$ cat config.mk
export PLATFORM = sky130hd
export DESIGN_NAME = irq_mask_ctrl
export DESIGN_NICKNAME = d
export VERILOG_FILES = /design/src/rtl/irq_ctrl_pkg.sv /design/src/rtl/irq_evt_map.sv /design/src/rtl/irq_status_reg.sv /design/src/rtl/irq_enable_reg.sv /design/src/rtl/irq_mask_ctrl.sv
export SDC_FILE = /design/constraint.sdc
export NUM_CORES = 1
export LEC_CHECK = 0
export ABC_CLOCK_PERIOD_IN_PS = 1550
export BUFFER_PORTS_ARGS = -buffer_cell sky130_fd_sc_hd__buf_2
export CAP_MARGIN = 20
export CORE_ASPECT_RATIO = 0.75
export CORE_MARGIN = 2
export CORE_UTILIZATION = 28
export DETAILED_ROUTE_END_ITERATION = 8
export SLEW_MARGIN = 0
export SYNTH_ARGS = -nofsm -noshare
export SYNTH_HDL_FRONTEND = slang
export SYNTH_HIERARCHICAL = 1
export SYNTH_SLANG_ARGS = --single-unit
$ cat constraint.sdc
create_clock -name clk -period 1.55 [get_ports clk]
set_clock_uncertainty 0.15 [all_clocks]
set_input_delay 0.2325 -clock clk [delete_from_list [all_inputs] [get_ports clk]]
set_output_delay 0.2325 -clock clk [all_outputs]
set_load 0.01 [all_outputs]
$ cat src/rtl/irq_ctrl_pkg.sv
package irq_ctrl_pkg;
  localparam int unsigned DATA_W  = 32;
  localparam int unsigned ADDR_W  = 8;
  localparam int unsigned N_EVT   = 8;
  localparam int unsigned MIE_POS = DATA_W - 1;
  localparam int unsigned HI_POS  = DATA_W - 2;

  localparam logic [ADDR_W-1:0] OFS_STATUS = ADDR_W'('h0C);
  localparam logic [ADDR_W-1:0] OFS_EN_SET = ADDR_W'('h10);
  localparam logic [ADDR_W-1:0] OFS_EN_CLR = ADDR_W'('h14);

  // Bit position of event source idx: the top source sits just below the master bit
  function automatic int unsigned evt_pos(input int unsigned idx);
    return (idx == N_EVT - 1) ? HI_POS : idx;
  endfunction

  function automatic logic [DATA_W-1:0] status_valid();
    logic [DATA_W-1:0] m;
    m = '0;
    for (int unsigned i = 0; i < N_EVT; i++) m[evt_pos(i)] = 1'b1;
    return m;
  endfunction

  function automatic logic [DATA_W-1:0] enable_valid();
    logic [DATA_W-1:0] m;
    m = status_valid();
    m[MIE_POS] = 1'b1;
    return m;
  endfunction

  // Interrupt condition: master bit and any enabled latched source
  function automatic logic irq_from(input logic [DATA_W-1:0] st,
                                    input logic [DATA_W-1:0] en);
    return en[MIE_POS] & (|(st & en & status_valid()));
  endfunction
endpackage

$ cat src/rtl/irq_evt_map.sv
module irq_evt_map
  import irq_ctrl_pkg::*;
#(
  parameter int unsigned NE = N_EVT,
  parameter int unsigned DW = DATA_W
) (
  input  logic [NE-1:0] evt,
  output logic [DW-1:0] evt_bits
);
  logic [NE-1:0][DW-1:0] lane;

  for (genvar g = 0; g < NE; g++) begin : g_lane
    always_comb begin
      lane[g] = '0;
      lane[g][evt_pos(g)] = evt[g];
    end
  end

  always_comb begin
    evt_bits = '0;
    for (int i = 0; i < NE; i++) evt_bits = evt_bits | lane[i];
  end
endmodule

$ cat src/rtl/irq_status_reg.sv
module irq_status_reg
  import irq_ctrl_pkg::*;
#(
  parameter int unsigned DW = DATA_W
) (
  input  logic          clk,
  input  logic          rst_n,
  input  logic [DW-1:0] set_bits,
  input  logic          clr_wr,
  input  logic [DW-1:0] clr_bits,
  output logic [DW-1:0] status_q
);
  localparam logic [DW-1:0] VALID = status_valid();

  logic [DW-1:0] clr_eff;
  logic [DW-1:0] status_d;

  assign clr_eff  = clr_wr ? clr_bits : '0;
  assign status_d = ((status_q & ~clr_eff) | set_bits) & VALID;

  always_ff @(posedge clk or negedge rst_n) begin
    if (!rst_n) status_q <= '0;
    else        status_q <= status_d;
  end

  AST_EVT_LATCH: assert property (@(posedge clk) disable iff (!rst_n)
    (|set_bits) |=> ((status_q & $past(set_bits)) == $past(set_bits)));
  AST_CLR_W1C: assert property (@(posedge clk) disable iff (!rst_n)
    (clr_wr && set_bits == '0) |=> ((status_q & $past(clr_bits)) == '0));
  AST_STAT_HOLD: assert property (@(posedge clk) disable iff (!rst_n)
    (!clr_wr && set_bits == '0) |=> $stable(status_q));
endmodule

$ cat src/rtl/irq_enable_reg.sv
module irq_enable_reg
  import irq_ctrl_pkg::*;
#(
  parameter int unsigned DW = DATA_W
) (
  input  logic          clk,
  input  logic          rst_n,
  input  logic          set_wr,
  input  logic          clr_wr,
  input  logic [DW-1:0] wdata,
  output logic [DW-1:0] en_q
);
  localparam logic [DW-1:0] VALID = enable_valid();

  logic [DW-1:0] en_d;

  always_comb begin
    en_d = en_q;
    if (set_wr)      en_d = en_q | (wdata & VALID);
    else if (clr_wr) en_d = en_q & ~wdata;
  end

  always_ff @(posedge clk or negedge rst_n) begin
    if (!rst_n) en_q <= '0;
    else        en_q <= en_d;
  end

  AST_SET_W1S: assert property (@(posedge clk) disable iff (!rst_n)
    set_wr |=> ((en_q & $past(wdata & VALID)) == $past(wdata & VALID)));
  AST_CLR_W1C: assert property (@(posedge clk) disable iff (!rst_n)
    (clr_wr && !set_wr) |=> ((en_q & $past(wdata)) == '0));
  AST_ZERO_KEEPS: assert property (@(posedge clk) disable iff (!rst_n)
    (set_wr || clr_wr) |=> ((en_q & ~$past(wdata)) == ($past(en_q) & ~$past(wdata))));
  AST_EN_HOLD: assert property (@(posedge clk) disable iff (!rst_n)
    (!set_wr && !clr_wr) |=> $stable(en_q));
endmodule

$ cat src/rtl/irq_mask_ctrl.sv
module irq_mask_ctrl
  import irq_ctrl_pkg::*;
#(
  parameter int unsigned AW = ADDR_W,
  parameter int unsigned DW = DATA_W,
  parameter int unsigned NE = N_EVT
) (
  input  logic          clk,
  input  logic          rst_n,
  input  logic [AW-1:0] bus_addr,
  input  logic          bus_wr,
  input  logic [DW-1:0] bus_wdata,
  output logic [DW-1:0] bus_rdata,
  input  logic [NE-1:0] evt_pulse,
  output logic          irq_out
);
  // Named decode events for the assertions
  logic          hit_status, hit_en_set, hit_en_clr;
  logic          wr_status, wr_en_set, wr_en_clr;
  logic [DW-1:0] evt_bits, status_q, en_q;

  assign hit_status = (bus_addr == AW'(OFS_STATUS));
  assign hit_en_set = (bus_addr == AW'(OFS_EN_SET));
  assign hit_en_clr = (bus_addr == AW'(OFS_EN_CLR));
  assign wr_status  = bus_wr & hit_status;
  assign wr_en_set  = bus_wr & hit_en_set;
  assign wr_en_clr  = bus_wr & hit_en_clr;

  irq_evt_map #(.NE(NE), .DW(DW)) u_map (
    .evt      (evt_pulse),
    .evt_bits (evt_bits)
  );

  irq_status_reg #(.DW(DW)) u_status (
    .clk      (clk),
    .rst_n    (rst_n),
    .set_bits (evt_bits),
    .clr_wr   (wr_status),
    .clr_bits (bus_wdata),
    .status_q (status_q)
  );

  irq_enable_reg #(.DW(DW)) u_enable (
    .clk    (clk),
    .rst_n  (rst_n),
    .set_wr (wr_en_set),
    .clr_wr (wr_en_clr),
    .wdata  (bus_wdata),
    .en_q   (en_q)
  );

  always_comb begin
    bus_rdata = '0;
    if (hit_status)                   bus_rdata = status_q;
    else if (hit_en_set || hit_en_clr) bus_rdata = en_q;
  end

  assign irq_out = irq_from(status_q, en_q);

  AST_ONE_DECODE: assert property (@(posedge clk) disable iff (!rst_n)
    $onehot0({wr_status, wr_en_set, wr_en_clr}));
  AST_MIE_OFF: assert property (@(posedge clk) disable iff (!rst_n)
    (wr_en_clr && bus_wdata[MIE_POS]) |=> !irq_out);
  AST_MIE_KEEP_STATUS: assert property (@(posedge clk) disable iff (!rst_n)
    (wr_en_clr && evt_pulse == '0) |=> $stable(status_q));
endmodule

==> impl_results.md, run 1 <==
* Setup slack after layout at -0.349 ns
* Achievable clock frequency at about 530 MHz
* Via count at 2416
* # DRC at 0
* Setup violators final at 73
* Num CTS Buffers at 5
* Initial antenna violation count at 1
* Die Width at about 120 µm
* Worst-case clock buffer depth at 2
* P&R area growth vs syn at 51.2%
* Routability cong. at 0.733
* Final Hold Viols at 0
* Met2 GRT Util at 0.250
* R2R setup slack at between 0.5 and 0.6 ns
* Unrepaired setup endpoints after global routing: yes
* Clock Latency Late Sink at 0.27 ns
* Vias in the first global route at 2544
* Final WL at about 8000 µm
* VDD IR max at around 360 µV
* Die Span Y at 92.2 µm
* Number of vias per cell at about 4.6
* Ys Warns at 6
* Top Usage Layer GRT: met2
* GRT met1 Usage at 0.204
* Total power at between 2000 and 3000 µW
* Total clock sinks at 40
* Nets at 440
* Mapped Area at between 2000 and 3000 µm²
* GR Overflow Total at 0
* WS Path Type: input pin to output pin
* Final max-slew violation count at 0
* GRT Overall Usage at 0.150
* Max-cap viol count at 0
* LEAKAGE at ~0.0017 µW
* Antenna fix cells at 0
* Element type at the critical path start: input pin
* Share of layout cells above drive strength 1 at 0.499
* Largest net degree at the start of global routing at 48
* Placed wire-length estimate at 5750 µm
* DRT antenna net count at 0
* CP max FO at 6
* CTS tree: built
* Clock transition at path regs at approximately 0.06 ns
* H-tree level count at 2
* Met3 Usage GRT at 0.0323
* Hold WC Path Type: input pin to flop
* Row count at 32
* Worst Path Arrival at ~1.5 ns
* Pre-Repair DR Iteration Count at 4
* Dpl cells at approximately 470
* Initial drt markers at 99
* Initial Utilization at 0.285
* Power density over cell area at 585 nW/µm²
* Root Driver: clkbuf_16
* Core Area at ~10000 µm²
* Routed len/inst at roughly 16 µm
* Cells after Synth at approximately 270
* Fillers at 985
* I/O Buffers at 83
* Run status: finished, violations left
* Non-filler instance count after layout at between 500 and 600
* Setup crit end kind: output pin
* Minimum clock period at about 1.9 ns
* Num ports at 84
* Syn avg cell area at 10.7 µm²
* Die Footprint at 11200 µm²
* Failing checks: setup timing
* Global-route wire length before repair at ~13000 µm
* Final cycle utilization of the critical path at 1.23
* Worst Path Required at about 1.2 ns
## power by group
group | switching [µW] | leakage (µW) | internal, µW
clock network | 379 | 0.0000760 | 675
logic | 236 | 0.00108 | 211
registers | 11.8 | 0.000516 | 1060
total | 627 | 0.00167 | 1940
## through the flow
step                TNS (ns)  hold slack (ns)  worst slack [ns]  instance area, µm²  utilization
floorplan             -12.61           -0.213            -0.299                3230            -
global placement      -23.43           0.0236            -0.418                3620        0.355
detailed placement    -25.24           0.0358            -0.420                3620        0.355
CTS                   -15.53           0.0527            -0.337                4270        0.418
global route          -22.21           0.0576            -0.381                4390        0.430
finish                -19.45           0.0642            -0.349                4390        0.430
## timing repair
action | in CTS | in global routing
gates resized for setup | 24 | 18
gates cloned | 1 | 2
buffers inserted | 7 | 4
pin swaps | 8 | 5
endpoints found under the hold margin | 45 | 0
hold buffers | 32 | 0
setup endpoints to repair | 65 | 73
## cell usage in the layout (no fill, tap or decap), types with 2 or more instances in the layout
cell / n
a22o_1: 9
buf_4: 18
nand2b_1: 2
a211oi_4: 29
conb_1: 24
nand2_2: 4
dfrtp_1: 40
a211oi_2: 3
buf_2: 79
clkbuf_8: 2
buf_12: 9
buf_6: 9
nand3b_1: 32
nand4b_1: 33
a22oi_2: 4
dlygate4sd3_1: 32
clkbuf_16: 7
a21o_1: 8
a21boi_2: 23
nand2_1: 14
## final timing paths
path / from / to / cells after the start
max: bus_addr[0] / bus_rdata[5] / 5
min: bus_wdata[4] / flop / 2
max reg2reg: flop / flop / 2
min reg2reg: u_enable/en_q[27] / u_enable/en_q[27] / 1
max in group asynchronous: rst_n / u_enable/en_q[7] / 3
min in group asynchronous: rst_n / u_enable/en_q[10] / 2
## final cells by class
cell class	count	area (µm²)	share of cell area
Clock buffer	7	153	0.0348
Multi-Input combinational cell	191	1870	0.425
Sequential cell	40	1000	0.228
Timing Repair Buffer	150	1200	0.273
Tap cell	136	170	0.0387
Inverter	1	3.75	0.000855
## worst max-delay path, cell delays in order
cell	delay, ns
buf_6	0.09
or4_4	0.64
buf_12	0.19
a211oi_4	0.20
buf_2	0.16
## layer usage
layer  share of wire  wire length (µm)
met5          0.0014                11
met4          0.0054                44
met3           0.036               295
met2            0.48              3910
met1            0.48              3880
Power figures use the tool's default switching activity.
==> run 2: changes to the inputs <==
Settings changed: ABC_AREA from default to 1, SYNTH_HIERARCHICAL 1 to default.
==> run 2 against run 1 <==
Against the previous run:
- the flow still finishes with violations (setup timing)
- worst setup slack better by 0.28 ns
- synthesized cell count decreased by 9.2%
- worst hold slack worse by 0.041 ns
- sequential power about the same
==> impl_results.md, run 2 <==
* Place WS at -0.0636 ns
* Final Hold Viols at 0
* Row count at 27
* Sequential cell area at about 1000 µm²
* VDD IR max at 307 µV
* Clock Latency Late Sink at ~0.29 ns
* Yosys top cell area share at 0.461
* WS Path Type: flop to output pin
* # DRC at 0
* Number of vias per cell at 4.17
* Most frequent cells after synthesis: inv_1, nand2_1, dfrtp_1
* Die Width at about 110 µm
* Via count at 2048
* GR Overflow Total at 0
* Setup TNS at -0.116 ns
* Final WL at about 6000 µm
* Run status: finished, violations left
* Non-filler instance count after layout at 491
* Largest net degree at the start of global routing at slightly above 40
* Most frequent cells in the layout: buf_2, inv_1, nand2_1, dfrtp_1, dlygate4sd3_1
* Initial antenna violation count at 0
* Placed wire-length estimate at approximately 3900 µm
* Syn Nets at 298
* Num ports at 84
* Syn avg cell area at between 8 and 9 µm²
* Hold WC Path Type: input pin to flop
* Cells after Synth at 247
* Minimum clock period at roughly 1.6 ns
* Worst Path Required at ~1.2 ns
* Crit path buf inv count at 2
* Slew @ Worst Pin at 0.231 ns
* Total clock sinks at 40
* Yosys reg bits at 40
* Max-cap viol count at 0
* Initial Utilization at 0.292
* Ranking of synthesized cells by area: dfrtp_1, nor2_4, inv_1
* Total power at around 2300 µW
* Setup crit end kind: output pin
* DRT antenna net count at 0
* Final cycle utilization of the critical path at 1.05
* Count leader, synth: inv_1
* Root Driver: clkbuf_8
* Worst-case clock buffer depth at 2
* R2R setup slack at between 0.6 and 0.7 ns
* Fillers at 719
* I/O Buffers at just over 80
* Worst path cell trace: inv_1, o22ai_2, nor2_1, a21oi_1, buf_2
* Clock transition at path regs at around 0.080 ns
* Core Area at between 7000 and 8000 µm²
* Design area at 3630 µm²
* Ys Warns at 0
* Worst relative slew slack at 0.846
* Initial drt markers at around 110
* Unrepaired setup endpoints after global routing: yes
* Die Span Y at 80.3 µm
* Worst Path Arrival at 1.24 ns
* Placed inst area at around 2800 µm²
* Global-route wire length before repair at 9360 µm
* Ys async rst share at 1.00
* Setup violators final at 6
* Levels on crit path at 5
* Setup slack after layout at -0.0699 ns
* Crit path max-delay family: flip-flops
* CP endpoint: irq_out
* Achievable clock frequency at between 600 and 700 MHz
* GRT Overall Usage at 0.140
* Failing checks: setup timing
* LEAKAGE at approximately 0.0019 µW
* Num CTS Buffers at 5
* CP max FO at 2
* Nets at 440
* H-tree level count at 2
* Synth Flop Type: dfrtp_1
* Vias in the first global route at roughly 2.1k
* Slowest CP cell: dfrtp_1
* Final max-slew violation count at 0
* CP max stage delay at around 0.38 ns
* Area of the multi-input gates at between 900 and 1000 µm²
* Mapped Area at between 2000 and 2500 µm²
* P&R area growth vs syn at 67.1%
* Element type at the critical path start: flop
* Routability cong. at 0.781
* Register area share after synthesis at 0.461
* Share of layout cells above drive strength 1 at 0.459
* Die Footprint at approximately 8500 µm²
* Commonest non-fill, non-tap cell in the layout: buf_2
* Post-synth EDFFs at 0
* Dpl cells at ~440
* Antenna fix cells at 0
* Worst reg-to-reg path cell count at 3
* Cell taking the most area after synthesis: dfrtp_1
* Pre-Repair DR Iteration Count at 4
* CTS tree: built
* Routed len/inst at between 10 and 15 µm
* Power density over cell area at around 630 nW/µm²
* Yosys cell types at 22
run 2: cell types whose count changed in the layout (fill, tap and decap cells not counted), sizes merged, moves of 9 or more:
cell / change
a211oi: -32
a21boi: -23
a21oi: +24
a22o: -9
buf: -9
conb: -24
inv: +57
nand2: +35
nand3: +18
nand3b: -32
nand4b: -33
nor2: +33
o22ai: +12
run 2: kinds of logic after synthesis:
| group | synth area share |
|---|---|
| flip-flops | 0.461 |
| AO/OA/AOI/OAI | 0.110 |
| AND/OR/NAND/NOR | 0.290 |
| buffers and inverters | 0.138 |
run 2: layout make-up:
| class | instances | area share |
|---|---|---|
| Timing Repair Buffer | 142 | 0.340 |
| Inverter | 59 | 0.0648 |
| Sequential cell | 40 | 0.276 |
| Clock buffer | 6 | 0.0200 |
| Multi-Input combinational cell | 141 | 0.255 |
| Tap cell | 101 | 0.0348 |
| Clock inverter | 2 | 0.00966 |
run 2: timing repair:
item / 4_1_cts / 5_1_grt
hold buffers: 33 / 0
resized for setup: 27 / 37
setup endpoints to repair: 30 / 32
buffers inserted: 3 / 7
gates cloned: 0 / 2
pin swaps: 15 / 13
endpoints found under the hold margin: 72 / 0
run 2: tightest hold or removal path: stages:
cell and delay [ns]:
buf_2 0.10, nand2_1 0.05, nand2_1 0.05
run 2: how the worst min path moves through the flow:
stage	slack (ns)	from	depth (start not counted)	endpoint
2_1_floorplan	-0.21	rst_n	0	asynchronous set/reset pin
3_3_place_gp	0.07	rst_n	2	u_enable.en_q[24]
3_5_place_dp	0.07	rst_n	2	u_enable.en_q[24]
4_1_cts	0.01	bus_wdata[6]	3	flop
5_1_grt	0.04	bus_wdata[5]	3	flop
6_report	0.02	bus_wdata[4]	3	flop
run 2: layer usage:
metal | vias to the layer above | GRT usage | wire [µm]
li1 | 1030 | - | -
met1 | 953 | 0.171 | 2580
met2 | 58 | 0.248 | 3040
met3 | 7 | 0.0365 | 294
met4 | 0 | 0.0342 | 44
met5 | - | 0 | 0
run 2: power breakdown:
group / switching, µW / leakage (µW) / internal, µW
logic: 166 / 0.00147 / 179
clock network: 374 / 0.0000552 / 478
registers: 13.7 / 0.000402 / 1080
run 2: through the flow:
stage / util / hold slack (ns)
2_1_floorplan: - / -0.213
3_3_place_gp: 0.374 / 0.0711
3_5_place_dp: 0.374 / 0.0731
4_1_cts: 0.448 / 0.0136
5_1_grt: 0.488 / 0.0381
6_report: 0.488 / 0.0231
==> run 3: changes to the inputs <==
Settings changed: CORE_UTILIZATION 28 to 30.
==> run 3 against run 2 <==
Against the previous run:
- worst setup slack improved by 0.0096 ns
- total power fell by 6.4%
- critical path depth did not move
- the flow still finishes with violations (setup timing)
- via count rose by 0.24%
- design area fell by 2.7%
- sequential power barely moved
- largest power group unchanged
- worst hold slack got worse by 0.0078 ns
- clock power fell by 16%
- combinational power fell by 4%
- count of clock-buffer cells in the layout did not move
==> impl_results.md, run 3 (synthesized netlist as in run 2, its figures left out) <==
* Run status: finished, violations left
* Failing checks: setup timing
* CP max FO at 2
* GR Overflow Total at 0
* # DRC at 0
* Internal cell power at roughly 1600 µW
* Vias in the first global route at around 2k
* Total power at between 2000 and 2500 µW
* Setup slack after layout at -0.0603 ns
* Root Driver: clkbuf_8
* R2R setup slack at between 0.5 and 0.6 ns
* Worst Path Required at about 1.2 ns
* Nets at 436
* Initial Utilization at 0.315
* Via count at about 2k
* GRT Overall Usage at 0.148
* Worst reg-to-reg path cell count at 4
* Sequential share of power at 0.510
* WS Path Type: flop to output pin
* Num CTS Buffers at 5
* Final cycle utilization of the critical path at 1.04
* Total clock sinks at 40
* Hold WC Path Type: input pin to flop
* Die Footprint at 7940 µm²
* VDD IR max at between 300 and 400 µV
* Final max-slew violation count at 0
* Die Width at roughly 100 µm
* WHS Path Cells at 3
* Sw frac at 0.251
* Worst-case clock buffer depth at 2
* Place WS at -0.0339 ns
* Die Span Y at slightly below 80 µm
* Max-cap viol count at 0
* Fillers at between 600 and 700
* Placed wire-length estimate at about 3800 µm
* CTS tree: built
* Row count at 26
* Routability cong. at roughly 0.83
* Power density over cell area at between 600 and 700 nW/µm²
* Core Area at a little under 7000 µm²
* Crit path buf inv count at 2
* Initial antenna violation count at 0
* Final WL at about 6000 µm
* Routed len/inst at around 12 µm
* Worst Path Arrival at about 1.2 ns
* Worst path cell trace: inv_2, o22ai_2, nor2_1, a21oi_1, buf_2
* CP max stage delay at 0.37 ns
* Setup violators final at 8
* Crit path max-delay family: flip-flops
* Pre-Repair DR Iteration Count at 4
* Number of vias per cell at around 4.2
* Antenna fix cells at 0
* Commonest non-fill, non-tap cell in the layout: buf_2
* Clock transition at path regs at 0.08 ns
* H-tree level count at 2
* Most frequent cells in the layout: buf_2, nand2_1, inv_1, dfrtp_1, dlygate4sd3_1
* Num ports at 84
* Share of layout cells above drive strength 1 at 0.461
* DRT antenna net count at 0
* Setup TNS at -0.180 ns
* Achievable clock frequency at 621 MHz
* NetSw at roughly 540 µW
* Minimum clock period at about 1.6 ns
* Slew @ Worst Pin at roughly 0.28 ns
* Unrepaired setup endpoints after global routing: yes
* Comb power frac at 0.155
* I/O Buffers at 83
* LEAKAGE at 0.00188 µW
* Initial drt markers at between 50 and 60
* Clock Latency Late Sink at roughly 0.29 ns
* Slowest CP cell: dfrtp_1
* Element type at the critical path start: flop
* Worst relative slew slack at 0.810
* Hold Crit Start: bus_wdata[31]
* P&R area growth vs syn at 62.7%
* Clock power frac at 0.335
* Global-route wire length before repair at 9230 µm
* Largest net degree at the start of global routing at 41
* Setup crit end kind: output pin
* Final Hold Viols at 0
==> run 3: metrics by stage <==
stage | hold slack [ns] | std cells | area, µm² | util
6_report | 0.0154 | 484 | 3530 | 0.512
5_1_grt | 0.00420 | 484 | 3530 | 0.512
4_1_cts | 0.00707 | 480 | 3340 | 0.484
3_5_place_dp | 0.0735 | 434 | 2810 | 0.407
3_3_place_gp | 0.0699 | 434 | 2810 | 0.407
2_1_floorplan | -0.213 | 247 | 2170 | -
==> run 3: power groups by stage <==
stage                     Combinational, µW  Clock [µW]  Sequential [µW]
after floorplan                         113           0             1110
after global placement                  231           0             1110
after detailed placement                236           0             1120
after CTS                               323         746             1090
after global routing                    370         805             1100
final                                   332         718             1090
==> run 3: worst reg2reg max path: cells and delay by family (launching register included) <==
family                 cells  cell delay [ns]
AND/OR/NAND/NOR            2             0.09
buffers and inverters      2             0.26
flip-flops                 1             0.40
==> run 3: routing by layer <==
layer	wire (µm)	GRT usage
met2	2890	0.239
met4	78	0.0413
met5	0	0
met1	2550	0.195
met3	320	0.0387
==> run 3: what timing repair did <==
item,CTS,global route
hold endpoints to repair,71,0
endpoints found under the setup margin,24,33
gates cloned,1,1
gates resized for setup,23,27
hold buffers,32,0
buffers inserted,5,3
pin swaps,11,4
==> run 3: final cells by class <==
type | instances | area, µm² | share of cell area
clock inverters | 2 | 10.0 | 0.00283
flip-flops and latches | 40 | 1000 | 0.283
repair buffers | 137 | 1160 | 0.328
inverters | 59 | 230 | 0.0652
multi-input cells | 142 | 927 | 0.262
well taps | 98 | 123 | 0.0347
clock buffers | 6 | 82.6 | 0.0234
==> run 3: how the worst max path moves through the flow <==
stage               slack (ns)                  from           end  cells after the start
floorplan                 0.19           bus_addr[5]  bus_rdata[1]                      8
global placement        -0.009           bus_addr[5]  bus_rdata[7]                     10
detailed placement       -0.03           bus_addr[0]  bus_rdata[5]                     10
CTS                      -0.07  u_status.status_q[3]       irq_out                      5
global route             -0.13  u_status.status_q[3]       irq_out                      5
finish                   -0.06  u_status.status_q[1]       irq_out                      5
